===== config.mk =====
export PLATFORM = sky130hd
export DESIGN_NAME = irq_vector_ctrl
export DESIGN_NICKNAME = d
export VERILOG_FILES = /design/src/rtl/irq_vec_pkg.sv /design/src/rtl/irq_edge_latch.sv /design/src/rtl/irq_arbiter.sv /design/src/rtl/irq_level_track.sv /design/src/rtl/irq_vector_ctrl.sv
export SDC_FILE = /design/constraint.sdc
export NUM_CORES = 1
export LEC_CHECK = 0
export BUFFER_PORTS_ARGS = -buffer_cell sky130_fd_sc_hd__clkbuf_2
export CORE_ASPECT_RATIO = 0.75
export CORE_MARGIN = 1
export CORE_UTILIZATION = 51
export CTS_CLUSTER_SIZE = 8
export DETAILED_ROUTE_END_ITERATION = 8
export PLACE_DENSITY_LB_ADDON = 0.15
export SLEW_MARGIN = 15
export SYNTH_ARGS = -nofsm -noshare
export SYNTH_HDL_FRONTEND = slang
export SYNTH_HIERARCHICAL = 1
export SYNTH_SLANG_ARGS = --single-unit
export TNS_END_PERCENT = 5

===== constraint.sdc =====
create_clock -name clk -period 6.8 [get_ports clk]
set_input_delay 1.36 -clock clk [delete_from_list [all_inputs] [get_ports clk]]
set_output_delay 1.36 -clock clk [all_outputs]
set_load 0.1 [all_outputs]

===== src/rtl/irq_vec_pkg.sv =====
package irq_vec_pkg;
  localparam int SRC_N   = 5;
  localparam int EXT_N   = 2;
  localparam int IDX_W   = $clog2(SRC_N);
  localparam int VEC_W   = 16;

  typedef enum logic [IDX_W-1:0] {
    SRC_EX0 = 3'd0,
    SRC_TM0 = 3'd1,
    SRC_EX1 = 3'd2,
    SRC_TM1 = 3'd3,
    SRC_SER = 3'd4
  } src_e;

  typedef struct packed {
    logic             valid;
    logic             high;
    logic [IDX_W-1:0] idx;
  } grant_t;
endpackage


===== src/rtl/irq_edge_latch.sv =====
module irq_edge_latch (
  input  logic clk,
  input  logic rst_n,
  input  logic pin_n,
  input  logic edge_mode,
  input  logic clr,
  output logic pend
);
  logic prev_q;
  logic flag_q;
  logic fall;

  assign fall = prev_q & ~pin_n;

  always_ff @(posedge clk or negedge rst_n) begin
    if (!rst_n) begin
      prev_q <= 1'b1;
      flag_q <= 1'b0;
    end else begin
      prev_q <= pin_n;
      if (!edge_mode)  flag_q <= 1'b0;
      else if (fall)   flag_q <= 1'b1;
      else if (clr)    flag_q <= 1'b0;
    end
  end

  assign pend = edge_mode ? flag_q : ~pin_n;
endmodule


===== src/rtl/irq_arbiter.sv =====
module irq_arbiter
  import irq_vec_pkg::*;
#(
  parameter int N = SRC_N,
  parameter int W = IDX_W
) (
  input  logic [N-1:0] pend,
  input  logic [N-1:0] en_mask,
  input  logic         glb_en,
  input  logic [N-1:0] pri_mask,
  input  logic         hi_busy,
  input  logic         lo_busy,
  output logic         gnt_valid,
  output logic         gnt_high,
  output logic [W-1:0] gnt_idx
);
  logic [N-1:0] live;
  logic [N-1:0] hi_cand;
  logic [N-1:0] lo_cand;

  always_comb begin
    live    = pend & en_mask & {N{glb_en & ~hi_busy}};
    hi_cand = live & pri_mask;
    lo_cand = live & ~pri_mask & {N{~lo_busy}};
    gnt_valid = |hi_cand | |lo_cand;
    gnt_high  = |hi_cand;
    gnt_idx   = '0;
    if (|hi_cand) begin
      for (int i = N - 1; i >= 0; i--)
        if (hi_cand[i]) gnt_idx = W'(i);
    end else begin
      for (int i = N - 1; i >= 0; i--)
        if (lo_cand[i]) gnt_idx = W'(i);
    end
  end
endmodule


===== src/rtl/irq_level_track.sv =====
module irq_level_track (
  input  logic clk,
  input  logic rst_n,
  input  logic take,
  input  logic take_high,
  input  logic ret,
  output logic hi_busy,
  output logic lo_busy
);
  logic hi_q, lo_q, hi_d, lo_d;

  always_comb begin
    hi_d = hi_q;
    lo_d = lo_q;
    if (ret) begin
      if (hi_d) hi_d = 1'b0;
      else      lo_d = 1'b0;
    end
    if (take) begin
      if (take_high) hi_d = 1'b1;
      else           lo_d = 1'b1;
    end
  end

  always_ff @(posedge clk or negedge rst_n) begin
    if (!rst_n) begin
      hi_q <= 1'b0;
      lo_q <= 1'b0;
    end else begin
      hi_q <= hi_d;
      lo_q <= lo_d;
    end
  end

  assign hi_busy = hi_q;
  assign lo_busy = lo_q;
endmodule


===== src/rtl/irq_vector_ctrl.sv =====
module irq_vector_ctrl
  import irq_vec_pkg::*;
#(
  parameter logic [VEC_W-1:0] VEC_BASE = 16'h0003,
  parameter int               VEC_STEP = 8
) (
  input  logic             clk,
  input  logic             rst_n,
  input  logic [EXT_N-1:0] ext_n,
  input  logic [EXT_N-1:0] ext_edge_mode,
  input  logic [EXT_N-1:0] tmr_ovf,
  input  logic             ser_flag,
  input  logic             en_wr,
  input  logic [SRC_N:0]   en_wdata,
  input  logic             pri_wr,
  input  logic [SRC_N-1:0] pri_wdata,
  input  logic             ack,
  input  logic             reti,
  output logic             irq_req,
  output logic [VEC_W-1:0] irq_vec
);
  localparam int GLB_BIT = SRC_N;

  logic [SRC_N-1:0] en_src_q;
  logic             glb_q;
  logic [SRC_N-1:0] pri_q;
  logic [SRC_N-1:0] pend;
  logic [EXT_N-1:0] ext_pend;
  logic             hi_busy, lo_busy;
  grant_t           gnt;
  logic             take;

  always_ff @(posedge clk or negedge rst_n) begin
    if (!rst_n) begin
      en_src_q <= '0;
      glb_q    <= 1'b0;
      pri_q    <= '0;
    end else begin
      if (en_wr) begin
        en_src_q <= en_wdata[SRC_N-1:0];
        glb_q    <= en_wdata[GLB_BIT];
      end
      if (pri_wr) pri_q <= pri_wdata;
    end
  end

  assign take = ack & gnt.valid;

  for (genvar g = 0; g < EXT_N; g++) begin : g_src
    irq_edge_latch u_edge (
      .clk       (clk),
      .rst_n     (rst_n),
      .pin_n     (ext_n[g]),
      .edge_mode (ext_edge_mode[g]),
      .clr       (take && (gnt.idx == IDX_W'(2 * g))),
      .pend      (ext_pend[g])
    );
    assign pend[2*g]     = ext_pend[g];
    assign pend[2*g + 1] = tmr_ovf[g];
  end
  assign pend[SRC_N-1] = ser_flag;

  irq_arbiter #(.N(SRC_N), .W(IDX_W)) u_arb (
    .pend      (pend),
    .en_mask   (en_src_q),
    .glb_en    (glb_q),
    .pri_mask  (pri_q),
    .hi_busy   (hi_busy),
    .lo_busy   (lo_busy),
    .gnt_valid (gnt.valid),
    .gnt_high  (gnt.high),
    .gnt_idx   (gnt.idx)
  );

  irq_level_track u_lvl (
    .clk       (clk),
    .rst_n     (rst_n),
    .take      (take),
    .take_high (gnt.high),
    .ret       (reti),
    .hi_busy   (hi_busy),
    .lo_busy   (lo_busy)
  );

  assign irq_req = gnt.valid;
  assign irq_vec = gnt.valid
                 ? VEC_BASE + VEC_W'(gnt.idx) * VEC_W'(VEC_STEP)
                 : '0;
endmodule


==> impl_metrics.csv <==
group,metric,value,unit
clock_network,cts_hold_buf,0,
timing,layout_min_cycle_time,4.68,ns
timing,finalClockSkew,0.0106,ns
die,rows,13,
synthesis,syn_avg_cell_area,10.7,µm²
synthesis,muxShareOfSynthArea,13.8,%
setup_path,startpoint,"ext_edge_mode[1]",
final_layout,fillCellCount,161,
final_layout,seqCellArea,428,µm²
clock_network,numCtsBuffers,3,
setup_path,path_max_fanout,3,
routing,drc,0,
synthesis,synth_top_area_share,35.3,%
setup_path,end_kind,"primary output",
timing,finalHoldViolCount,0,
outcome,status,"complete, no violations",
timing,max_freq,214,MHz
flow_run,maxCapViolCount,0,
global_route,grt_pass1_wl,3.28,mm
die,dieHeight,41.5,µm
routing,postRouteWirelength,1.85,mm
synthesis,yosysMostFrequentCell,"dfrtp_1",
worst_hold_path,min_path_type,"register to register",
synthesis,yosysWarnings,6,
timing,slew_headroom,64.0,%
synthesis,synthTopCellsByCount,"dfrtp_1 (15), buf_4 (13), mux2_4 (6)",
die,dieArea,2270,µm²
setup_path,cp-start-kind,"primary input",
synthesis,synth_fa_ha_area_share,0,%
die,initial_core_util,57.9,%
clock_network,htreeDepth,1,
timing,drv_slew,0,
placement,dp_hpwl,1.50,mm
placement,gp_congestion,0.865,
routing,ant_nets,0,
synthesis,postSynthCellCount,99,
setup_path,r2r-start,"u_lvl/hi_busy",
die,floorplan.core_area,1840,µm²
global_route,gr-total-overflow,0,
setup_path,reg2reg_depth,8,
power_and_ir_drop,p_leak,0.000579,µW
global_route,grt_start_max_net_pins,18,
clock_network,numClockSinks,17,
final_layout,num-nets-final,152,
clock_network,worstSkewPairLatency,0.30,ns
synthesis,netlist_area,1060,µm²
routing,vias,781,
setup_path,cp.required,5.44,ns
synthesis,ys_async_sr_fraction,100,%
setup_path,endpoint,"irq_vec[5]",
routing,vias_per_cell,5.24,
synthesis,ys_seq_area_share,40.2,%
final_layout,drive_gt1_share,44.9,%
synthesis,synthXorXnorAreaFrac,0,%
synthesis,synth_top_family_by_area,"simple AND/OR/NAND/NOR gates",
synthesis,synth_compound_area_share,10.9,%
final_layout,diodes,0,
power_and_ir_drop,max-vdd-ir-drop,0.000231,V
setup_path,worstPathArrival,3.32,ns
routing,wl_per_cell,12.4,µm
setup_path,ff2ff_setup_slack,4.46,ns
die,fp.dieW,54.7,µm
global_route,antenna_found_initial,0,
power_and_ir_drop,p_per_area,267,nW/µm²
clock_network,clkTransAtPathRegs,0.10,ns
setup_path,r2r-end,"g_src[1].u_edge/flag_q",
clock_network,clockBufferDepth,2,
synthesis,synth_area_leaders,"dfrtp_1 (35%), buf_4 (9.2%), mux2_4 (8.5%), mux2_2 (5.3%), dfstp_2 (4.9%)",
synthesis,synthSimpleGateAreaFrac,22.2,%
timing,fin_crit_sh,68.8,%
setup_path,path_class,"primary input to primary output",
synthesis,synth.distinct_cells,35,
synthesis,ys.flop_type,"dfrtp_1",
placement,dp.cells,145,
routing,firstDrtPassIters,4,
synthesis,yosysTopAreaCell,"dfrtp_1",
die,ios,41,
routing,drtIter0Drc,13,
clock_network,root_buffer,"clkbuf_4",
timing,finalSetupViolations,0,
clock_network,cts_setup_buffers,0,
global_route,grtUsageTotal,20.2,%
synthesis,synth_edf_count,0,
placement,io_buffer_count,29,
synthesis,yosys_register_bits,17,
timing,rsz0062_at_grt,"no",
clock_network,cts_tree,"yes",
timing,worst-slew-pin-transition,0.542,ns
clock_network,cts_resized,0,
final_layout,multi_input_area,541,µm²
timing,setup_tns,0,ns
final_layout,area_growth,11.9,%
global_route,grt_pass1_vias,762,
final_layout,final_cells,149,
[how the worst min path moves through the flow]
stage / start / end / slack, ns / depth (start not counted)
2_1_floorplan: u_lvl/lo_busy / u_lvl/lo_busy / 0.46 / 1
3_3_place_gp: pri_q[4] / pri_q[4] / 0.49 / 1
3_5_place_dp: u_lvl/lo_busy / u_lvl/lo_busy / 0.50 / 1
4_1_cts: g_src[0].u_edge/prev_q / g_src[0].u_edge/flag_q / 0.52 / 2
5_1_grt: g_src[0].u_edge/prev_q / g_src[0].u_edge/flag_q / 0.53 / 2
6_report: g_src[0].u_edge/prev_q / g_src[0].u_edge/flag_q / 0.51 / 2
[critical path: stages]
cell and delay (ns):
clkbuf_2 0.09, nand2_1 0.06, o21ai_0 0.14, nand3b_1 0.14
a21oi_1 0.11, or4b_1 0.49, a211oi_2 0.31, and2_1 0.17
clkbuf_2 0.45
[layout by cell type, fill, tap and decap left out]
master      count
a22o_1          1
o211ai_1        1
nor4b_2         1
nor3b_1         1
or2_2           2
nand3_1         4
clkinvlp_4      1
dfstp_2         2
dfrtp_1        15
a31oi_1         1
inv_1           5
a32o_1          1
conb_1         11
or3b_2          1
mux2_4          6
a211oi_2        1
nand2b_1        3
nor2b_1         1
mux2_2          5
nand3b_1        4
or3_1           1
nor4_1          1
or3b_1          2
clkbuf_2       29
or2b_2          1
a21oi_1         3
nand2b_4        2
nor2_1          1
a21boi_2        2
o21ai_0         5
or4b_1          1
a21o_2          1
clkbuf_4        3
and2_1          3
nand2_1         5
[registers in the layout (all words and copies together) (netlist names)]
signal	cells
en_src_q	5
pri_q	5
g_src.u_edge/flag_q	2
g_src.u_edge/prev_q	2
glb_q	1
u_lvl/hi_busy	1
u_lvl/lo_busy	1
[stage by stage]
stage | setup slack [ns] | hold slack (ns) | total power (µW) | area, µm² | util (%)
2_1_floorplan | 1.44 | 0.458 | 252 | 1100 | -
3_3_place_gp | 2.16 | 0.494 | 262 | 1160 | 63.1
3_5_place_dp | 2.12 | 0.496 | 264 | 1160 | 63.1
4_1_cts | 2.11 | 0.518 | 322 | 1190 | 64.7
5_1_grt | 1.97 | 0.530 | 336 | 1190 | 64.7
6_report | 2.12 | 0.514 | 318 | 1190 | 64.7
[kinds of logic (layout without fill, tap and decap cells)]
| family | count (synthesis) | count (layout) |
|---|---|---|
| simple gates | 34 | 34 |
| buf+inv | 20 | 38 |
| mux | 11 | 11 |
| other cells | 1 | 11 |
| compound gates | 16 | 16 |
| flops | 17 | 17 |
[metal layers]
| layer | track usage, % | vias to the layer above | wire (µm) |
|---|---|---|---|
| met5 | 0 | - | 0 |
| met4 | 4.62 | 0 | 10 |
| met3 | 7.69 | 2 | 146 |
| met2 | 30.8 | 45 | 833 |
| met1 | 26.6 | 357 | 855 |
| li1 | - | 377 | - |
[final cells by class]
class	instances	area share, %
multi-input combinational	72	45.4
clock inverter	1	0.631
clock buffer	3	1.89
inverter	5	1.58
sequential	17	36.0
tap	22	2.31
timing repair buffer	29	12.2
[report_power, final]
group          switching [µW]  internal [µW]
combinational             109           32.7
sequential               7.52            112
clock                    33.6           22.4
Note: power is estimated with default switching activity, not from simulation.
